File: config.mk
export PLATFORM = sky130hd
export DESIGN_NAME = eth_sleep_ctrl
export DESIGN_NICKNAME = d
export VERILOG_FILES = /design/src/rtl/eth_sleep_pkg.sv /design/src/rtl/esc_cmd_decode.sv /design/src/rtl/esc_wake_qual.sv /design/src/rtl/esc_event_flags.sv /design/src/rtl/eth_sleep_ctrl.sv
export SDC_FILE = /design/constraint.sdc
export NUM_CORES = 1
export LEC_CHECK = 0
export BUFFER_PORTS_ARGS = -buffer_cell sky130_fd_sc_hd__buf_4
export CORE_AREA = 10 10 47 49
export DETAILED_ROUTE_END_ITERATION = 10
export DIE_AREA = 0 0 57 59
export HOLD_SLACK_MARGIN = 0.06
export PLACE_DENSITY_LB_ADDON = 0.15
export SYNTH_ARGS = -nofsm -noshare
export SYNTH_HDL_FRONTEND = slang
export SYNTH_SLANG_ARGS = --single-unit
File: constraint.sdc
create_clock -name clk -period 2.49 [get_ports clk]
set_clock_uncertainty 0.2 [all_clocks]
set_input_delay 0.1245 -clock clk [delete_from_list [all_inputs] [get_ports clk]]
set_output_delay 0.1245 -clock clk [all_outputs]
set_load 0.02 [all_outputs]
File: src/rtl/eth_sleep_pkg.sv
package eth_sleep_pkg;

    localparam int NSRC = 2;   // source 0: Magic Packet, source 1: pattern frame

    typedef enum logic [1:0] {
        PM_NORMAL = 2'd0,
        PM_SLEEP  = 2'd1,
        PM_WOKEN  = 2'd2
    } pm_state_e;

    typedef struct packed {
        pm_state_e state;
        logic      by_cmd;
        logic      exit_seen;
    } ctrl_s;

    typedef struct packed {
        logic [NSRC-1:0] src;
        logic            pm;
    } flags_s;

endpackage

File: src/rtl/esc_cmd_decode.sv
module esc_cmd_decode #(
    parameter int               CMD_W      = 4,
    parameter logic [CMD_W-1:0] SLEEP_CODE = 4'b1100,
    parameter logic [CMD_W-1:0] LEAVE_CODE = 4'b1101
) (
    input  logic             cmd_valid,
    input  logic [CMD_W-1:0] cmd_code,
    output logic             go_sleep,
    output logic             go_leave
);
    always_comb begin
        go_sleep = cmd_valid && (cmd_code == SLEEP_CODE);
        go_leave = cmd_valid && (cmd_code == LEAVE_CODE);
    end
endmodule

File: src/rtl/esc_wake_qual.sv
module esc_wake_qual
    import eth_sleep_pkg::*;
(
    input  logic            asleep,
    input  logic            by_cmd,
    input  logic [NSRC-1:0] detect,
    input  logic [NSRC-1:0] enable,
    output logic [NSRC-1:0] accepted,
    output logic            any_wake
);
    // In command mode any source may wake; otherwise only enabled ones.
    for (genvar g = 0; g < NSRC; g++) begin : g_src
        assign accepted[g] = asleep && detect[g] && (by_cmd || enable[g]);
    end

    assign any_wake = |accepted;
endmodule

File: src/rtl/esc_event_flags.sv
module esc_event_flags
    import eth_sleep_pkg::*;
#(
    parameter int EVT_W  = 8,
    parameter int MP_BIT = 5,
    parameter int WF_BIT = 6
) (
    input  logic             clk,
    input  logic             rst_n,
    input  logic [NSRC-1:0]  accepted,
    input  logic             any_wake,
    input  logic [NSRC-1:0]  clr_src,
    input  logic             clr_pm,
    input  logic             pm_int_en,
    input  logic             glb_int_en,
    output logic [NSRC-1:0]  src_flags,
    output logic [EVT_W-1:0] evt_flags,
    output logic             pm_flag,
    output logic             irq
);
    flags_s f_d, f_q;

    always_comb begin
        f_d = f_q;
        for (int i = 0; i < NSRC; i++) begin
            if (accepted[i])     f_d.src[i] = 1'b1;
            else if (clr_src[i]) f_d.src[i] = 1'b0;
        end
        if (any_wake && pm_int_en) f_d.pm = 1'b1;
        else if (clr_pm)           f_d.pm = 1'b0;
    end

    always_ff @(posedge clk or negedge rst_n) begin
        if (!rst_n) f_q <= '0;
        else        f_q <= f_d;
    end

    always_comb begin
        evt_flags         = '0;
        evt_flags[MP_BIT] = f_q.src[0];
        evt_flags[WF_BIT] = f_q.src[1];
    end

    assign src_flags = f_q.src;
    assign pm_flag   = f_q.pm;
    assign irq       = f_q.pm && glb_int_en;

    AST_PM_NEEDS_EN: assert property (@(posedge clk) disable iff (!rst_n)
        $rose(f_q.pm) |-> $past(pm_int_en)) else $error("pm flag without enable");

    AST_FLAG_STICKY: assert property (@(posedge clk) disable iff (!rst_n)
        (f_q.src[0] && !clr_src[0]) |=> f_q.src[0]) else $error("flag dropped");
endmodule

File: src/rtl/eth_sleep_ctrl.sv
module eth_sleep_ctrl
    import eth_sleep_pkg::*;
#(
    parameter int               CMD_W      = 4,
    parameter logic [CMD_W-1:0] SLEEP_CODE = 4'b1100,
    parameter logic [CMD_W-1:0] LEAVE_CODE = 4'b1101,
    parameter int               EVT_W      = 8,
    parameter int               MP_BIT     = 5,
    parameter int               WF_BIT     = 6
) (
    input  logic             clk,
    input  logic             rst_n,
    input  logic             cmd_valid,
    input  logic [CMD_W-1:0] cmd_code,
    input  logic             mp_wake_en,
    input  logic             wf_wake_en,
    input  logic             pm_int_en,
    input  logic             glb_int_en,
    input  logic             mp_detect,
    input  logic             wf_detect,
    input  logic             clr_mp_evt,
    input  logic             clr_wf_evt,
    input  logic             clr_pm_flag,
    output logic             asleep,
    output logic             normal_op,
    output logic             entry_by_cmd,
    output logic [EVT_W-1:0] evt_flags,
    output logic             pm_flag,
    output logic             irq
);
    ctrl_s r_d, r_q;

    logic            go_sleep, go_leave, any_wake, resume_ok;
    logic [NSRC-1:0] accepted, src_flags, enables;

    assign enables = {wf_wake_en, mp_wake_en};

    esc_cmd_decode #(
        .CMD_W     (CMD_W),
        .SLEEP_CODE(SLEEP_CODE),
        .LEAVE_CODE(LEAVE_CODE)
    ) u_dec (
        .cmd_valid(cmd_valid),
        .cmd_code (cmd_code),
        .go_sleep (go_sleep),
        .go_leave (go_leave)
    );

    esc_wake_qual u_qual (
        .asleep  (r_q.state == PM_SLEEP),
        .by_cmd  (r_q.by_cmd),
        .detect  ({wf_detect, mp_detect}),
        .enable  (enables),
        .accepted(accepted),
        .any_wake(any_wake)
    );

    esc_event_flags #(
        .EVT_W (EVT_W),
        .MP_BIT(MP_BIT),
        .WF_BIT(WF_BIT)
    ) u_flags (
        .clk       (clk),
        .rst_n     (rst_n),
        .accepted  (accepted),
        .any_wake  (any_wake),
        .clr_src   ({clr_wf_evt, clr_mp_evt}),
        .clr_pm    (clr_pm_flag),
        .pm_int_en (pm_int_en),
        .glb_int_en(glb_int_en),
        .src_flags (src_flags),
        .evt_flags (evt_flags),
        .pm_flag   (pm_flag),
        .irq       (irq)
    );

    assign resume_ok = !(|enables) && !(|src_flags) && !pm_flag
                       && (!r_q.by_cmd || r_q.exit_seen);

    always_comb begin
        r_d = r_q;
        unique case (r_q.state)
            PM_NORMAL: begin
                if (go_sleep) begin
                    r_d.state     = PM_SLEEP;
                    r_d.by_cmd    = 1'b1;
                    r_d.exit_seen = 1'b0;
                end else if (|enables) begin
                    r_d.state     = PM_SLEEP;
                    r_d.by_cmd    = 1'b0;
                    r_d.exit_seen = 1'b0;
                end
            end
            PM_SLEEP: begin
                if (go_leave && r_q.by_cmd) r_d.exit_seen = 1'b1;
                if (any_wake || (go_leave && r_q.by_cmd)) r_d.state = PM_WOKEN;
            end
            PM_WOKEN: begin
                if (go_leave) r_d.exit_seen = 1'b1;
                if (resume_ok) begin
                    r_d.state     = PM_NORMAL;
                    r_d.by_cmd    = 1'b0;
                    r_d.exit_seen = 1'b0;
                end
            end
            default: r_d = '{state: PM_NORMAL, by_cmd: 1'b0, exit_seen: 1'b0};
        endcase
    end

    always_ff @(posedge clk or negedge rst_n) begin
        if (!rst_n) r_q <= '{state: PM_NORMAL, by_cmd: 1'b0, exit_seen: 1'b0};
        else        r_q <= r_d;
    end

    assign asleep       = (r_q.state == PM_SLEEP);
    assign normal_op    = (r_q.state == PM_NORMAL);
    assign entry_by_cmd = r_q.by_cmd;

    AST_CMD_ENTRY: assert property (@(posedge clk) disable iff (!rst_n)
        (normal_op && cmd_valid && cmd_code == SLEEP_CODE) |=> (asleep && entry_by_cmd)) else $error("cmd entry");

    AST_EN_ENTRY: assert property (@(posedge clk) disable iff (!rst_n)
        (normal_op && !(cmd_valid && cmd_code == SLEEP_CODE) && (mp_wake_en || wf_wake_en))
        |=> (asleep && !entry_by_cmd)) else $error("enable entry");

    AST_EN_SLEEP_HOLD: assert property (@(posedge clk) disable iff (!rst_n)
        (asleep && !entry_by_cmd && !(mp_detect && mp_wake_en) && !(wf_detect && wf_wake_en))
        |=> asleep) else $error("enable sleep left early");

    AST_AWAKE_NO_FLAG: assert property (@(posedge clk) disable iff (!rst_n)
        (!asleep && !evt_flags[MP_BIT]) |=> !evt_flags[MP_BIT]) else $error("flag while awake");

    AST_RESUME_CLEAN: assert property (@(posedge clk) disable iff (!rst_n)
        $rose(normal_op) |-> ($past(!mp_wake_en && !wf_wake_en && !pm_flag && evt_flags == '0)
                              && !entry_by_cmd)) else $error("resume with pending state");
endmodule

After elaboration in Yosys (flattened, before gate mapping)
Index checks and enable logic that the tools add are counted.
{"block": "totals", "output_inout_bits": 13, "register_bits": 7, "inputBits": 16, "wordCells": 61}
{"block": "classes", "bitwise_logic": 1, "reduce_logical": 30, "mux": 15, "eq_ne": 9}
{"op": "logical AND 1 bit", "count": 12}
{"op": "two-way mux 4 bit", "count": 3}
{"op": "AND reduction 3 bit", "count": 3}
{"op": "equality test 4 bit (second input constant)", "count": 2}
{"op": "two-way mux 1 bit", "count": 8}
{"op": "inequality test 2 bit (second input constant)", "count": 3}
{"op": "case mux 1 bit (3 select lines)", "count": 2}
{"op": "case mux 2 bit (3 select lines)", "count": 1}
{"op": "nonzero test 2 bit", "count": 3}
{"op": "OR reduction 2 bit", "count": 3}
{"op": "zero test 1 bit", "count": 4}
{"op": "logical OR 1 bit", "count": 4}
{"op": "inequality test 3 x 1 -> 1 bit (second input constant)", "count": 1}
{"op": "inequality test 3 bit (second input constant)", "count": 1}
{"op": "equality test 2 x 1 -> 1 bit (second input constant)", "count": 1}
{"op": "equality test 2 bit (second input constant)", "count": 1}
{"op": "zero test 2 bit", "count": 1}
{"op": "two-way mux 2 bit", "count": 1}
{"op": "NOT 1 bit", "count": 1}

Logic depth before layout (Yosys ltp)
Gate-level depths: netlist of the first run.
{"block": "logic_depth", "ltp_word": 7, "ltp_mapped": 6, "depth_no_buf": 6}

Modules after synthesis
From an unflattened synthesis of the first run, not the netlist that was laid out.
{"block": "unflattened", "hier_cells": 58, "hier_area_um2": 548.0}
{"mod": "eth_sleep_ctrl", "n_inst": 1, "seq_area_each_um2": 100.1, "area_each_um2": 310.3, "cells_per_inst": 32}
{"mod": "esc_event_flags", "n_inst": 1, "seq_area_each_um2": 75.1, "area_each_um2": 183.9, "cells_per_inst": 20}
{"mod": "esc_cmd_decode", "n_inst": 1, "seq_area_each_um2": 0.0, "area_each_um2": 27.5, "cells_per_inst": 3}
{"mod": "esc_wake_qual", "n_inst": 1, "seq_area_each_um2": 0.0, "area_each_um2": 26.3, "cells_per_inst": 3}

Least setup slack after synthesis of the first run
No wires, ideal clock.
{"block": "synth_path", "path_kind": "register -> register", "startpoint": "register u_flags.f_q (netlist bit u_flags.src_flags[0])", "endpoint": "register r_q[2] (netlist bit)", "setup_ns": 0.128, "path_stages_with_launch": 5, "required_time_ns": 2.162, "synth_period_minus_slack_ns": 2.031, "setup_slack_ns": 0.459, "arrival_time_ns": 1.703, "path_buffers": 0, "path_cell_list": "dfrtp_1 -> or4_4 -> o31ai_4 -> o211ai_2 -> mux2_1"}
{"block": "synth_via", "elab_chain_cells": 7}
{"item": "start, declared", "line_no": "esc_event_flags.sv:21", "rtl": "flags_s f_d, f_q;"}
{"item": "start signal, assigned", "line_no": "esc_event_flags.sv:34", "rtl": "if (!rst_n) f_q <= '0;"}
{"item": "start signal, assigned", "line_no": "esc_event_flags.sv:35", "rtl": "else f_q <= f_d;"}
{"item": "OR reduction 2 bit", "line_no": "eth_sleep_ctrl.sv:77", "rtl": "assign resume_ok = !(|enables) && !(|src_flags) && !pm_flag"}
{"item": "zero test 1 bit", "line_no": "eth_sleep_ctrl.sv:77"}
{"item": "logical AND 1 bit (2 in series)", "line_no": "eth_sleep_ctrl.sv:77"}
{"item": "logical AND 1 bit", "line_no": "eth_sleep_ctrl.sv:78", "rtl": "&& (!r_q.by_cmd || r_q.exit_seen);"}
{"item": "inequality test 2 bit (no source line)"}
{"item": "AND reduction 3 bit (no source line)"}
{"item": "end signal, assigned", "line_no": "eth_sleep_ctrl.sv:111", "rtl": "if (!rst_n) r_q <= '{state: PM_NORMAL, by_cmd: 1'b0, exit_seen: 1'b0};"}
{"item": "end signal, assigned", "line_no": "eth_sleep_ctrl.sv:112", "rtl": "else r_q <= r_d;"}
{"item": "end, declared", "line_no": "eth_sleep_ctrl.sv:31", "rtl": "ctrl_s r_d, r_q;"}
No other way between the ends.
A chain may end at the register's enable or synchronous reset.

Final worst setup path of the first run
{"block": "layout_path", "startpoint": "register r_q[3] (netlist bit)", "endpoint": "register u_flags.f_q (netlist bit u_flags.pm_flag)"}
{"block": "layout_via", "elab_chain_cells": 6, "elab_cells_between_ends": 9, "classes_between": "eq/ne (1); mux (1); reduce/logical (7)"}
{"item": "equality test 2 x 1 -> 1 bit *", "line_no": "eth_sleep_ctrl.sv:50", "rtl": ".asleep (r_q.state == PM_SLEEP),"}
{"item": "logical AND 1 bit (2 in series)", "line_no": "esc_wake_qual.sv:13", "rtl": "assign accepted[g] = asleep && detect[g] && (by_cmd || enable[g]);"}
{"item": "OR reduction 2 bit *", "line_no": "esc_wake_qual.sv:16", "rtl": "assign any_wake = |accepted;"}
{"item": "logical AND 1 bit *", "line_no": "esc_event_flags.sv:29", "rtl": "if (any_wake && pm_int_en) f_d.pm = 1'b1;"}
{"item": "two-way mux 1 bit / nonzero test 2 bit (equally long branches)"}
Mark *: on every way between the ends. The rest lies on a longest branch, timed or not.

==> reports/qor.txt, run 1 <==
Synth top area share: 34.06%
P_leak: 0.0003934 uW
Max Fclk: 0.4761 GHz
Ports: 29
Hold Path Sink: entry_by_cmd
Max VDD drop: 0.4922 mV
Cell Pwr Density: 829.1 nW/um^2
Most used cell along the critical path: inv_1
Register area: 175.2 sq um
Total chip power: 646.3 uW
Crit share post-route: 84.35%
Antenna Cells: 0
Die Y-Extent: 59 um
Hold Crit Start: cmd_code[0]
Seq cells post-synth: 7
Crit-path max FO: 5
TritonRoute pass-1 iters: 2
Worst reg2reg path endpoint: u_flags.pm_flag
Layout cells sized above 1: 33.72%
Number of buffer and inverter stages on the critical path: 3
Iter 0 DRT Violations: 4
RePlAce Congestion: 0.6913
Clock-pin slew on the worst setup and hold paths: 0.05 ns
Crit Reg-Reg Startpoint: r_q[3]
Layout Nets: 107
Post-Synthesis Cells: 53
Cell taking the most area after synthesis: dfrtp_1
Clock Latency Late Sink: 0.24 ns
Area contributors post-synth: dfrtp_1 34%, ha_1 9.7%, buf_4 8.8%
Most common cell after layout, fill and taps aside: buf_4
Endpoints failing setup: 0
Final hold vios: 0
Fillers: 135
Antenna viol nets, final: 0
Vias: 464
CP cell instances: inv_1 > ha_1 > inv_1 > a21oi_1 > nand2_1 > o21ai_0 > dlygate4sd3_1
Syn avg cell area: 9.703 sq um
Core footprint: 1401 sq um
WS Path Type: flip-flop to flip-flop
Clock tree root buffer cell: clkbuf_4
Count of cell types in the netlist: 22
Largest net degree at the start of global routing: 8
Startpoint types: flip-flop
Initial Util: 36.70%
Setup TNS: 0 ns
DRC viols: 0
Number of global-route vias before repair: 482
HP Class: primary input to flip-flop
Req. time, crit path: 2.47 ns
Max cap viols: 0
Post-cts gate resize count: 0
Final WS setup: 0.3896 ns
Hold Crit Depth: 3
Die ar.: 3363 sq um
DR WL/cell: 13.39 um
Sequential fraction of the synthesis area: 34.06%
Largest stage delay, worst path: 0.56 ns
PortBufs: 22
Critical Path Sink Type: flip-flop
Global route overflow: 0
Worst Path Arrival: 2.08 ns
Die Span X: 57 um
RSZ-0062 raised after global routing: false
Place WS: 0.4865 ns
Fin. max-slew vios: 0
Synth Warn #: 0
CTS sink cnt: 7
Htree depth: 1
Crit-path slowest cell: dlygate4sd3_1
CTS max path bufs: 2
Cell depth of the worst flop-to-flop path: 7
Total track usage: 8.199%
Placement Rows: 14
Area occupied by multi-input gates: 282.8 sq um
Initial antenna violation count: 0
Post-DP HPWL: 1.076 mm
Area growth from synthesis to layout: 51.58%
Status: finished, final reports clean
First-pass GRT wire length: 2.194 mm
Post-route minimum period: 2.100 ns
R2R setup slack: 0.39 ns
Number of vias per cell: 4.549
Delay-heaviest family, CP: buffers and inverters
Mapped cell area: 514.2 sq um
Commonest non-fill, non-tap cells in the layout: 22 x buf_4, 8 x inv_1, 8 x dlygate4sd3_1
CTS tree: yes
Total CTS buffers: 3
Post-Route WL: 1.366 mm
-- Yosys cell counts, drive strengths merged --
cell    count
nand4b      1
conb        1
a22oi       1
o21ai       4
a21boi      1
a31oi       1
o211ai      5
ha          4
nand2       1
nor2        3
a41o        1
buf         6
o31ai       2
dfrtp       7
a21oi       1
and2        1
mux2        3
inv         8
nor2b       1
or4         1
-- power by group --
part,switching [uW],internal (uW)
combinational,191,177
sequential,31.0,151
clock,35.6,60.8
-- logic make-up (layout without fill, tap and decap cells) --
group / Yosys count / count (layout) / synth area share (%)
multiplexers: 3 / 3 / 6.569
AO/OA/AOI/OAI: 16 / 16 / 25.06
AND/OR/NAND/NOR: 8 / 8 / 9.247
adder cells (fa/ha/maj): 4 / 4 / 9.733
buffers and inverters: 14 / 42 / 14.60
other: 1 / 6 / 0.7292
flip-flops: 7 / 7 / 34.06
-- through the flow --
stage | utilization [%] | hold WS [ns] | std cells | cell area (sq um)
after floorplan | - | -0.3711 | 58 | 533.0
after global placement | 48.04 | -0.2593 | 90 | 673.1
after detailed placement | 48.04 | -0.2614 | 90 | 673.1
after CTS | 55.63 | 0.1091 | 102 | 779.5
after global routing | 55.63 | 0.1094 | 102 | 779.5
final | 55.63 | 0.1156 | 102 | 779.5
-- worst max-delay path by stage --
stage                            to  cells after the start                  from
finish              u_flags.pm_flag                      7                r_q[3]
global route        u_flags.pm_flag                      7                r_q[3]
CTS                 u_flags.pm_flag                      7                r_q[3]
detailed placement           r_q[2]                      4  u_flags.src_flags[0]
global placement             r_q[3]                      4  u_flags.src_flags[0]
floorplan                    r_q[2]                      4  u_flags.src_flags[0]
-- worst min-delay path: cells and delay by family --
family	cells	cell delay, ns
AO/OA/AOI/OAI	1	0.26
buffers and inverters	1	0.09
AND/OR/NAND/NOR	1	0.04
-- routing by layer --
metal / share of wire [%] / GRT usage [%] / up-vias / wire, um
met4: 1.0 / 4.027 / 0 / 14
met2: 53 / 14.73 / 17 / 723
li1: - / - / 240 / -
met1: 35 / 7.308 / 205 / 473
met3: 11 / 4.506 / 2 / 154
met5: 0 / 0 / - / 0
-- repair_timing --
action | CTS | global route
hold buffers | 8 | 0
buffers inserted | 0 | 0
endpoints found under the hold margin | 10 | 0
-- registers in the layout, summed over array words and instances, names as in the netlist --
name / cells
entry_by_cmd: 1
u_flags.pm_flag: 1
u_flags.src_flags: 2
r_q: 3
-- cell type report --
cell class	count	area share (%)
multi-input cells	37	36.28
repair buffers	30	31.46
flip-flops and latches	7	22.47
inverters	8	3.852
clock buffers	4	3.371
well taps	16	2.568
No activity file was read; power rests on OpenSTA's default activity.
==> inputs of run 2 (changes only) <==
Settings changed: ABC_AREA set to 1, CORE_AREA 10 10 47 49 to unset, CORE_MARGIN set to 10, CORE_UTILIZATION set to 44, DIE_AREA 0 0 57 59 to unset.
Clock period 2.49 ns to 2 ns, I/O delays scaled along.
==> run 2 against run 1 <==
Total power increased by 45%. Sequential cell count unchanged. Hold slack got worse by 0.035 ns. Worst setup slack got worse by 0.25 ns. Synthesized cell count increased by 70%. Area after synthesis increased by 20%. Routed wire length increased by 30%. Critical path type unchanged. Sequential power increased by 26%. Register-to-register slack got worse by 0.25 ns. Die area decreased by 1.6%. Clock power increased by 34%.
==> reports/qor.txt, run 2 <==
Status: finished, final reports clean
Max reg flops: 3
Initial Util: 47.01%
Startpoint types: flip-flop
HP Class: primary input to flip-flop
Number of buffer and inverter stages on the critical path: 2
Placement Rows: 13
Vias: 642
Synth top area share: 28.28%
Die Span X: 57.52 um
Worst Path Arrival: 1.85 ns
CTS tree: yes
CTS sink cnt: 7
Comb pwr share: 61.8%
Final core utilization: 68.00%
Cell Pwr Density: 1046 nW/um^2
First-pass GRT wire length: 2.856 mm
Sw frac: 46.96%
Sequential fraction of the synthesis area: 28.28%
Htree depth: 1
Max cap viols: 0
Final hold slack: 0.08030 ns
Endpoints failing setup: 0
Core footprint: 1318 sq um
DR WL/cell: 12.87 um
CTS max path bufs: 2
RePlAce Congestion: 0.7913
Synth top cells by count: 22 x nand2_1, 19 x inv_1, 8 x nand3_1
Clock-pin slew on the worst setup and hold paths: 0.05 ns
Number of vias per cell: 4.652
Global route overflow: 0
Most common flop cell mapped by yosys: dfrtp_1
Crit-path slowest cell: dlygate4sd3_1
Post CTS Setup Buffer Count: 0
Clock tree root buffer cell: clkbuf_4
Final hold vios: 0
Die ar.: 3308 sq um
Antenna Cells: 0
WS Path Type: flip-flop to flip-flop
TritonRoute pass-1 iters: 4
Setup TNS: 0 ns
Post-route minimum period: 1.860 ns
Mapped cell area: 619.3 sq um
Antenna viol nets, final: 0
Post-DP HPWL: 1.355 mm
Largest net degree at the start of global routing: 8
Layout cells sized above 1: 30.89%
Total CTS buffers: 3
Placed cells: 126
Iter 0 DRT Violations: 14
Die Y-Extent: 57.52 um
Max VDD drop: 0.8366 mV
Post-Synthesis Cells: 90
Fin. max-slew vios: 0
Internal: 497.1 uW
PortBufs: 22
Crit share post-route: 92.98%
Commonest non-fill, non-tap cells in the layout: 22 x nand2_1, 22 x buf_4, 19 x inv_1
Layout Nets: 144
Count of cell types in the netlist: 16
Synth async-reset ratio: 100.0%
Cell taking the most area after synthesis: dfrtp_1
Ports: 29
CP cell instances: inv_1 > ha_4 > nand2_1 > a21oi_2 > o21bai_1 > dlygate4sd3_1
Delay-heaviest family, CP: buffers and inverters
Post-synth EDFFs: 0
Initial antenna violation count: 0
Post-Route WL: 1.776 mm
Max Fclk: 0.5378 GHz
Largest stage delay, worst path: 0.55 ns
Most numerous cell in the Yosys netlist: nand2_1
Critical Path Sink Type: flip-flop
Total track usage: 10.93%
Clock network power share: 13.7%
Area contributors post-synth: dfrtp_1 28%, nand2_1 13%, inv_1 12%
Reg with most FFs: r_q
Seq cells post-synth: 7
Fin cells: 138
Crit-path max FO: 6
P_sw: 440.1 uW
Req. time, crit path: 1.99 ns
Number of global-route vias before repair: 666
Syn avg cell area: 6.882 sq um
Total chip power: 937.2 uW
Seq pwr share: 24.5%
Clock Latency Late Sink: 0.26 ns
RSZ-0062 raised after global routing: false
DRC viols: 0
P_leak: 0.0005009 uW
Synth Warn #: 0
Area growth from synthesis to layout: 44.65%
-- run 2: final cells by class --
type / count / area [sq um]
Clock buffer: 4 / 26.28
Fill cell: 107 / 421.7
Inverter: 19 / 71.32
Multi-Input combinational cell: 63 / 359.1
Sequential cell: 7 / 175.2
Tap cell: 15 / 18.77
Timing Repair Buffer: 30 / 245.2
-- run 2: power groups by stage --
stage,clock [uW],sequential [uW],combinational (uW)
after floorplan,0,238,361
after global placement,0,223,522
after detailed placement,0,224,535
after CTS,131,222,557
after global routing,140,235,642
final,129,230,579
-- run 2: metrics by stage --
stage	cell area, sq um	setup slack [ns]
after floorplan	638.1	0.3360
after global placement	777.0	0.3896
after detailed placement	777.0	0.3213
after CTS	883.3	0.06870
after global routing	895.9	0.04177
final	895.9	0.1404
-- run 2: worst reg2reg max path, cell delays in order (launching register included) --
cell           delay (ns)
dfrtp_1              0.39
inv_1                0.14
ha_4                 0.18
nand2_1              0.06
a21oi_2              0.15
o21bai_1             0.13
dlygate4sd3_1        0.55
-- run 2: worst paths after layout --
path                             start                   end  slack, ns  cells after the start
setup / recovery                r_q[3]  u_flags.src_flags[0]       0.14                      6
hold / removal             cmd_code[0]          entry_by_cmd       0.08                      6
setup reg to reg                r_q[3]  u_flags.src_flags[0]       0.14                      6
hold reg to reg                 r_q[0]                r_q[0]       0.28                      2
max in group asynchronous        rst_n          entry_by_cmd       0.74                      3
min in group asynchronous        rst_n  u_flags.src_flags[0]       0.60                      3
-- run 2: per-layer routing --
metal	part of all wire (%)	up-vias	track usage (%)
met1	36	286	10.71
met4	2.7	0	2.349
li1	-	322	-
met2	51	28	19.48
met3	9.2	6	6.195
met5	0	-	0
-- run 2: timing repair --
action                                  in CTS  in global routing
resized for setup                            0                  2
endpoints found under the setup margin       0                  1
endpoints found under the hold margin       11                  0
hold buffers                                 8                  0
-- run 2: kinds of logic (layout without fill, tap and decap cells) --
kind of cell    count (synthesis)  after routing  share of synthesized area [%]
simple gates                   44             44                          34.34
fa+ha+maj                       4              4                          8.081
compound gates                  9              9                          9.898
buf+inv                        25             53                          18.79
flops                           7              7                          28.28
other cells                     1              6                         0.6055
